$ cat src/rtl/gpio_sense_pkg.sv
package gpio_sense_pkg;

    typedef enum logic [1:0] {
        SENSE_BOTH = 2'b00,
        SENSE_RISE = 2'b01,
        SENSE_FALL = 2'b10,
        SENSE_OFF  = 2'b11
    } sense_mode_e;

    typedef enum logic {
        IRQ_QUIET  = 1'b0,
        IRQ_RAISED = 1'b1
    } irq_state_e;

    localparam int OFS_DIR      = 'h00;
    localparam int OFS_EVENT    = 'h0C;
    localparam int OFS_MASK     = 'h10;
    localparam int OFS_SENSE_LO = 'h14;
    localparam int OFS_SENSE_HI = 'h18;

endpackage

$ cat src/rtl/gpio_edge_cell.sv
module gpio_edge_cell
    import gpio_sense_pkg::*;
(
    input  logic        clk,
    input  logic        rst_n,
    input  logic        pin_i,
    input  sense_mode_e mode_i,
    input  logic        clr_i,
    output logic        evt_o
);

    logic prev_q;
    logic hit;
    logic evt_q;

    // The previous level follows the pin in every mode, so a mode change
    // never fabricates an edge.
    always_ff @(posedge clk or negedge rst_n) begin
        if (!rst_n) prev_q <= 1'b0;
        else        prev_q <= pin_i;
    end

    always_comb begin
        unique case (mode_i)
            SENSE_RISE: hit = pin_i & ~prev_q;
            SENSE_FALL: hit = ~pin_i & prev_q;
            SENSE_BOTH: hit = pin_i ^ prev_q;
            default:    hit = 1'b0;
        endcase
    end

    // A new edge wins over a clear in the same cycle.
    always_ff @(posedge clk or negedge rst_n) begin
        if (!rst_n) evt_q <= 1'b0;
        else        evt_q <= (evt_q & ~clr_i) | hit;
    end

    assign evt_o = evt_q;

    // a set event survives any cycle without a clear.
    p_sticky_r11: assert property (@(posedge clk) disable iff (!rst_n)
        (evt_q && !clr_i) |=> evt_q);

    // a clear with no concurrent edge empties the flag.
    p_clear_r7: assert property (@(posedge clk) disable iff (!rst_n)
        (clr_i && !hit) |=> !evt_q);

    // the reserved code never raises a flag.
    p_reserved_r6: assert property (@(posedge clk) disable iff (!rst_n)
        (mode_i == SENSE_OFF && !evt_q) |=> !evt_q);

endmodule

$ cat src/rtl/gpio_irq_fsm.sv
module gpio_irq_fsm
    import gpio_sense_pkg::*;
(
    input  logic clk,
    input  logic rst_n,
    input  logic pending_i,
    output logic irq_o
);

    irq_state_e state_q;
    irq_state_e state_d;

    always_ff @(posedge clk or negedge rst_n) begin
        if (!rst_n) state_q <= IRQ_QUIET;
        else        state_q <= state_d;
    end

    always_comb begin
        state_d = state_q;
        unique case (state_q)
            IRQ_QUIET:  if (pending_i)  state_d = IRQ_RAISED;
            IRQ_RAISED: if (!pending_i) state_d = IRQ_QUIET;
            default:    state_d = IRQ_QUIET;
        endcase
    end

    always_comb begin
        irq_o = (state_q == IRQ_RAISED);
    end

    p_irq_rise_r8: assert property (@(posedge clk) disable iff (!rst_n)
        pending_i |=> irq_o);

    p_irq_fall_r8: assert property (@(posedge clk) disable iff (!rst_n)
        !pending_i |=> !irq_o);

endmodule

$ cat src/rtl/gpio_sense_unit.sv
module gpio_sense_unit
    import gpio_sense_pkg::*;
#(
    parameter int DATA_W           = 32,
    parameter int ADDR_W           = 5,
    parameter int INPUT_ONLY_FIRST = 28
) (
    input  logic              clk,
    input  logic              rst_n,
    input  logic              bus_wen,
    input  logic [ADDR_W-1:0] bus_addr,
    input  logic [DATA_W-1:0] bus_wdata,
    output logic [DATA_W-1:0] bus_rdata,
    input  logic [DATA_W-1:0] pin_i,
    output logic [DATA_W-1:0] dir_o,
    output logic              irq_o
);

    localparam int NUM_PINS     = DATA_W;
    localparam int PINS_PER_REG = DATA_W / 2;
    localparam int FIXED_PINS   = NUM_PINS - INPUT_ONLY_FIRST;
    localparam logic [DATA_W-1:0] DIR_WRITABLE = {DATA_W{1'b1}} << FIXED_PINS;

    logic [DATA_W-1:0]   dir_q, mask_q, sense_lo_q, sense_hi_q;
    logic [NUM_PINS-1:0] evt_pin, clr_pin, mask_pin;
    logic [DATA_W-1:0]   evt_bus;
    logic                wr_dir, wr_evt, wr_mask, wr_lo, wr_hi;
    logic                pending;

    assign wr_dir  = bus_wen && (bus_addr == ADDR_W'(OFS_DIR));
    assign wr_evt  = bus_wen && (bus_addr == ADDR_W'(OFS_EVENT));
    assign wr_mask = bus_wen && (bus_addr == ADDR_W'(OFS_MASK));
    assign wr_lo   = bus_wen && (bus_addr == ADDR_W'(OFS_SENSE_LO));
    assign wr_hi   = bus_wen && (bus_addr == ADDR_W'(OFS_SENSE_HI));

    always_ff @(posedge clk or negedge rst_n) begin
        if (!rst_n) begin
            dir_q      <= '0;
            mask_q     <= '0;
            sense_lo_q <= '0;
            sense_hi_q <= '0;
        end else begin
            if (wr_dir)  dir_q      <= bus_wdata & DIR_WRITABLE;
            if (wr_mask) mask_q     <= bus_wdata;
            if (wr_lo)   sense_lo_q <= bus_wdata;
            if (wr_hi)   sense_hi_q <= bus_wdata;
        end
    end

    for (genvar p = 0; p < NUM_PINS; p++) begin : g_pin
        localparam int BUS_BIT = NUM_PINS - 1 - p;
        localparam int SHIFT   = (PINS_PER_REG - 1 - (p % PINS_PER_REG)) * 2;
        logic [1:0] field;

        if (p < PINS_PER_REG) begin : g_lo
            assign field = sense_lo_q[SHIFT +: 2];
        end else begin : g_hi
            assign field = sense_hi_q[SHIFT +: 2];
        end

        assign clr_pin[p]       = wr_evt & bus_wdata[BUS_BIT];
        assign mask_pin[p]      = mask_q[BUS_BIT];
        assign evt_bus[BUS_BIT] = evt_pin[p];
        assign dir_o[p]         = dir_q[BUS_BIT];

        gpio_edge_cell u_cell (
            .clk    (clk),
            .rst_n  (rst_n),
            .pin_i  (pin_i[p]),
            .mode_i (sense_mode_e'(field)),
            .clr_i  (clr_pin[p]),
            .evt_o  (evt_pin[p])
        );
    end

    assign pending = |(evt_pin & mask_pin);

    gpio_irq_fsm u_irq (
        .clk       (clk),
        .rst_n     (rst_n),
        .pending_i (pending),
        .irq_o     (irq_o)
    );

    always_comb begin
        case (bus_addr)
            ADDR_W'(OFS_DIR):      bus_rdata = dir_q;
            ADDR_W'(OFS_EVENT):    bus_rdata = evt_bus;
            ADDR_W'(OFS_MASK):     bus_rdata = mask_q;
            ADDR_W'(OFS_SENSE_LO): bus_rdata = sense_lo_q;
            ADDR_W'(OFS_SENSE_HI): bus_rdata = sense_hi_q;
            default:               bus_rdata = '0;
        endcase
    end

    // a direction write leaves the input-only pins undriven.
    p_inonly_dir_r9: assert property (@(posedge clk) disable iff (!rst_n)
        wr_dir |=> (dir_o[NUM_PINS-1:INPUT_ONLY_FIRST] == '0));

endmodule

$ cat config.mk
export PLATFORM = sky130hd
export DESIGN_NAME = gpio_sense_unit
export DESIGN_NICKNAME = d
export VERILOG_FILES = /design/src/rtl/gpio_sense_pkg.sv /design/src/rtl/gpio_edge_cell.sv /design/src/rtl/gpio_irq_fsm.sv /design/src/rtl/gpio_sense_unit.sv
export SDC_FILE = /design/constraint.sdc
export NUM_CORES = 1
export LEC_CHECK = 0
export BUFFER_PORTS_ARGS = -buffer_cell sky130_fd_sc_hd__buf_4
export CAP_MARGIN = 25
export CORE_ASPECT_RATIO = 1.2
export CORE_MARGIN = 8
export CORE_UTILIZATION = 25
export CTS_BUF_LIST = sky130_fd_sc_hd__clkbuf_4 sky130_fd_sc_hd__clkbuf_8
export DETAILED_ROUTE_END_ITERATION = 7
export GPL_ROUTABILITY_DRIVEN = 0
export GPL_TIMING_DRIVEN = 0
export SLEW_MARGIN = 20
export SYNTH_ARGS = -nofsm -noshare
export SYNTH_HDL_FRONTEND = slang
export SYNTH_SLANG_ARGS = --single-unit
$ cat constraint.sdc
create_clock -name clk -period 2.2 [get_ports clk]
set_input_delay 0.33 -clock clk [delete_from_list [all_inputs] [get_ports clk]]
set_output_delay 0.33 -clock clk [all_outputs]
set_load 0.05 [all_outputs]
* After elaboration in Yosys (flattened, before gate mapping)
Cells that the tools add are included.
** Word-level totals
- Logic and storage cells :: 499
- Register bits :: 189
- Output and inout port bits :: 65
- Bits of input ports :: 72
** Cells by class
- Bitwise operators :: 289
- Equality and inequality tests :: 68
- Mux-type cells :: 34
- Reductions and logical operators :: 39
** Operators by type and width (number)
- 32-bit case mux with 5 select lines :: 1
- 1-bit bitwise AND :: 128
- 1-bit inverter :: 96
- 1-bit case mux with 3 select lines :: 32
- 2-bit by 1-bit equality test with 1-bit output (second input constant) :: 32
- 2-bit equality test (second input constant) :: 32
- 2-bit zero test :: 32
- 32-bit bitwise AND :: 1
- 1-bit bitwise OR :: 32
- 32-bit OR reduction :: 1
- 1-bit bitwise XOR :: 32
- 5-bit equality test (second input constant) :: 3
- 5-bit by 4-bit equality test with 1-bit output (second input constant) :: 1
- 1-bit logical AND :: 5
- 5-bit zero test :: 1
- 1-bit 2-to-1 mux :: 1

* Logic depth before layout (Yosys ltp)
- Depth in word-level cells :: 6
- Depth in mapped cells :: 6
- Gate-level depth less buffers :: 5

* Hierarchy
From an unflattened synthesis, not the netlist that was laid out.
** Unflattened totals
- Cell total of the unflattened synthesis :: 839
- Area total of the unflattened synthesis :: 9805.7 sq um
** By module, submodules not included
- gpio_sense_unit :: times used 1, area an instance 6217.2 sq um, cells each 486, sequential area each 3103.0 sq um
- gpio_edge_cell :: times used 32, area an instance 111.4 sq um, cells each 11, sequential area each 50.0 sq um
- gpio_irq_fsm :: times used 1, area an instance 25.0 sq um, cells each 1, sequential area each 25.0 sq um

* Worst setup path after synthesis
OpenSTA, ideal clock, no wires.
- Path kind :: input -> output
- From :: in bus_addr[3]
- To :: out bus_rdata[13]
- Data required time :: 1.870 ns
- Arrival time :: 1.883 ns
- Buffers on the path :: 3
- Stages on the path :: 6
- Slack :: -0.013 ns
- Cells stage by stage :: clkbuf_1 > or2_2 > clkbuf_1 > buf_1 > o32ai_1 > a221o_1
** Between the ends
- Longest elaborated chain between the ends :: 2
- Elaborated cells between the ends (all ways) :: 6
- Classes of those cells :: eq/ne: 4; mux: 1; reduce/logical: 1
** RTL lines
- from (decl) :: line gpio_sense_unit.sv:11 : input logic [ADDR_W-1:0] bus_addr,
- 5-bit equality test, or another cell as far along :: line gpio_sense_unit.sv:86 : case (bus_addr)
- 32-bit case mux with 5 select lines * :: line gpio_sense_unit.sv:86
- to (decl) :: line gpio_sense_unit.sv:13 : output logic [DATA_W-1:0] bus_rdata,
Every way passes the cells marked *; elsewhere a longest branch is shown, timed or not.

* Final worst setup path
- From :: in bus_addr[2]
- To :: out bus_rdata[7]
Same word-level chain as after synthesis.

==> key figures <==
Status
  • Status: finished with violations
  • Violations in the final reports: negative setup slack

Die
  • Die Area: 0.0466 sq mm
  • Number of placement rows: 80
  • CORE AREA: 0.0396 sq mm
  • I/O pin count: 137
  • Width of the die: 198 um
  • Starting density of the core: 0.252
  • Y dimension of the die: 235 um

STA
  • Slack of the critical path: -47.5 ps
  • Final worst clock skew: 16.7 ps
  • Final slew viol count: 0
  • Remaining max-slew budget at the tightest pin: 0.316
  • Setup repair after global routing missed its margin: yes
  • Period utilization: 1.02
  • Maximum achievable frequency: 0.445 GHz
  • Tightest Pin Transition: 1030 ps
  • Worst hold slack: 114 ps
  • Final number of setup-violating endpoints: 23
  • Min Tclk post-route: 2250 ps
  • Number of failing hold endpoints at the final stage: 0

Drt
  • DRC errors left: 0
  • Average via count per standard cell: 4.81
  • First-pass DRT Iterations: 5
  • Routed Antenna Nets: 0
  • Via count: 7718
  • DRC marker count from the first detailed-route iteration: 607
  • Wire length reported by the detailed router: 34700 um
  • Detailed-route wire length per cell: 21.6 um

Setup path
  • Highest net fanout along the worst path: 10
  • Crit path arrival time: 1920 ps
  • Worst setup SP type: input pin
  • CP required: 1870 ps
  • Critical setup path kind: input pin to output port
  • Endpoint type of the worst setup path: output port

Clock tree
  • H-tree depth: 4
  • Clock tree root buffer cell: clkbuf_8
  • Num Clock Sinks: 189
  • Worst skew pair latency: 480 ps
  • Max Root-Sink Buffers: 2
  • Number of buffers added by the clock tree synthesis step: 17
  • TritonCTS clock tree: yes
  • Clock slew at the register clock pins of the worst setup and hold paths: 100 ps

Synthesis
  • Post-synthesis register bit count: 189
  • Cell type with the highest aggregate area in the netlist: dfrtp_1
  • Number of warnings issued by yosys: 0
  • Share of synthesized flip-flops with an asynchronous set or reset: 1.00
  • Proportion of netlist area held by the largest area contributor: 0.474
  • Area of the mapped netlist: 0.00999 sq mm
  • Number of synthesized flops with an enable pin: 0
  • Biggest area contributors in the synthesized netlist: dfrtp_1 47%, mux2_2 11%, ha_1 8.0%, a221o_1 5.9%, inv_1 5.7%
  • Most used flip-flop cell after synthesis: dfrtp_1
  • Count of cell types in the netlist: 30
  • Gate count after technology mapping: 867
  • Average instance area after synthesis: 11.5 sq um
  • Sequential fraction of the synthesis area: 0.474

Global route
  • Global-route usage over all layers: 0.148
  • GRT overflow: 0
  • Wire length of the first global-routing pass: 51700 um
  • Largest net degree at the start of global routing: 75
  • Number of global-route vias before repair: 8096
  • Number of antenna violations at the first check in global routing: 1

Layout
  • Final Net Count: 1195
  • Most used cells in the layout excluding fill and tap cells: 189 x dfrtp_1, 151 x inv_1, 132 x buf_4
  • Share of final-layout standard cells stronger than drive strength 1: 0.331
  • Layout Area Growth over Synthesis: 28.2%
  • Most common cell after layout, fill and taps aside: dfrtp_1

Pwr
  • Reported leakage power: 6.23 nW
  • Total power draw: 9.47 mW
  • Power density cells: 740 mW/mm^2
  • Worst IR drop on VDD: 0.000388 V

Worst hold path
  • Path category of the worst min-delay check: input pin to flop

Flow run
  • Max-capacitance violation count: 0

Placed design
  • Quantity of I/O buffers inserted on ports: 132
  • Half-perimeter wire length after detailed placement: 25300 um
==> layer usage <==
layer	GRT usage	wire length [um]	up-vias
li1	-	-	3456
met1	0.192	14900	3915
met2	0.248	16700	306
met3	0.0329	2450	41
met4	0.0353	662	0
met5	0	0	-
==> path summary, 6_finish.rpt <==
kind,startpoint,end,slack (ps),depth (start not counted)
min,bus_wdata[2],sense_lo_q[2],110,2
min in group asynchronous,rst_n,g_pin[3].u_cell.prev_q,340,2
max in group asynchronous,rst_n,sense_hi_q[20],750,4
max reg2reg,g_pin[7].u_cell.evt_o,u_irq.irq_o,400,3
min reg2reg,dir_q[17],dir_q[17],550,1
max,bus_addr[2],bus_rdata[7],-50,7
==> final cells by class <==
class                   count  area (sq um)
diodes                      1          2.50
multi-input cells         489          4590
inverters                 151           567
well taps                 533           667
repair buffers            173          1470
flip-flops and latches    189          4730
fillers                  4106         26800
clock inverters            11           191
plain buffers              38           334
clock buffers              19           255
==> state kept, by name, indices dropped and copies added (netlist names) <==
name                 flops
g_pin.u_cell.evt_o      32
g_pin.u_cell.prev_q     32
mask_q                  32
sense_hi_q              32
sense_lo_q              32
dir_q                   28
u_irq.irq_o              1
==> logic make-up (layout without fill, tap and decap cells) <==
group           after synthesis  count (layout)  synth area share
buf+inv                     192             392            0.0765
flops                       189             189             0.474
compound gates              167             167             0.130
mux                         156             156             0.183
simple gates                 98              98            0.0565
fa+ha+maj                    64              64            0.0802
other cells                   1               5          0.000375
==> cells in the mapped netlist, types with 2 or more instances <==
cell type,instances
dfrtp_1,189
nand2_1,28
buf_1,3
mux2i_1,32
buf_6,3
mux2_4,30
ha_1,64
a22oi_1,16
inv_1,151
nor2_1,7
and3_1,2
o21ai_0,59
o32ai_1,28
nor3_1,6
clkbuf_1,26
buf_4,4
mux2_2,94
nand3b_1,32
a211o_1,5
nand4_1,6
buf_2,5
a221o_1,59
nor2b_1,11
==> timing repair <==
action,in CTS,in global routing
pin swaps,2,1
hold buffers,33,0
resized for setup,59,13
setup buffers,4,2
hold endpoints to repair,79,0
endpoints found under the setup margin,52,29
==> per-stage QoR <==
| step | setup slack, ps | utilization | setup TNS [ps] | instance area, sq um | instances |
|---|---|---|---|---|---|
| after CTS | -6.91 | 0.321 | -14.2 | 12700 | 1601 |
| after floorplan | 18.7 | - | 0 | 10000 | 870 |
| after global routing | -43.6 | 0.323 | -630 | 12800 | 1604 |
| final | -47.5 | 0.323 | -521 | 12800 | 1604 |
| after global placement | -1020 | 0.295 | -157340 | 11700 | 1535 |
| after detailed placement | -1050 | 0.296 | -52340 | 11700 | 1537 |
==> worst max-delay path: stages <==
cell      delay [ps]
buf_4            140
nor2b_1          140
and3_1           180
clkbuf_1         180
clkbuf_4         280
a221o_2          460
buf_4            210
==> report_power, final <==
group | internal [mW] | switching (mW) | leakage, nW | total (mW)
registers | 3.95 | 0.535 | 2.25 | 4.49
clock network | 1.38 | 1.30 | 0.217 | 2.68
logic | 1.04 | 1.26 | 3.76 | 2.30
total | 6.38 | 3.10 | 6.23 | 9.47
Note: power is estimated with default switching activity, not from simulation.
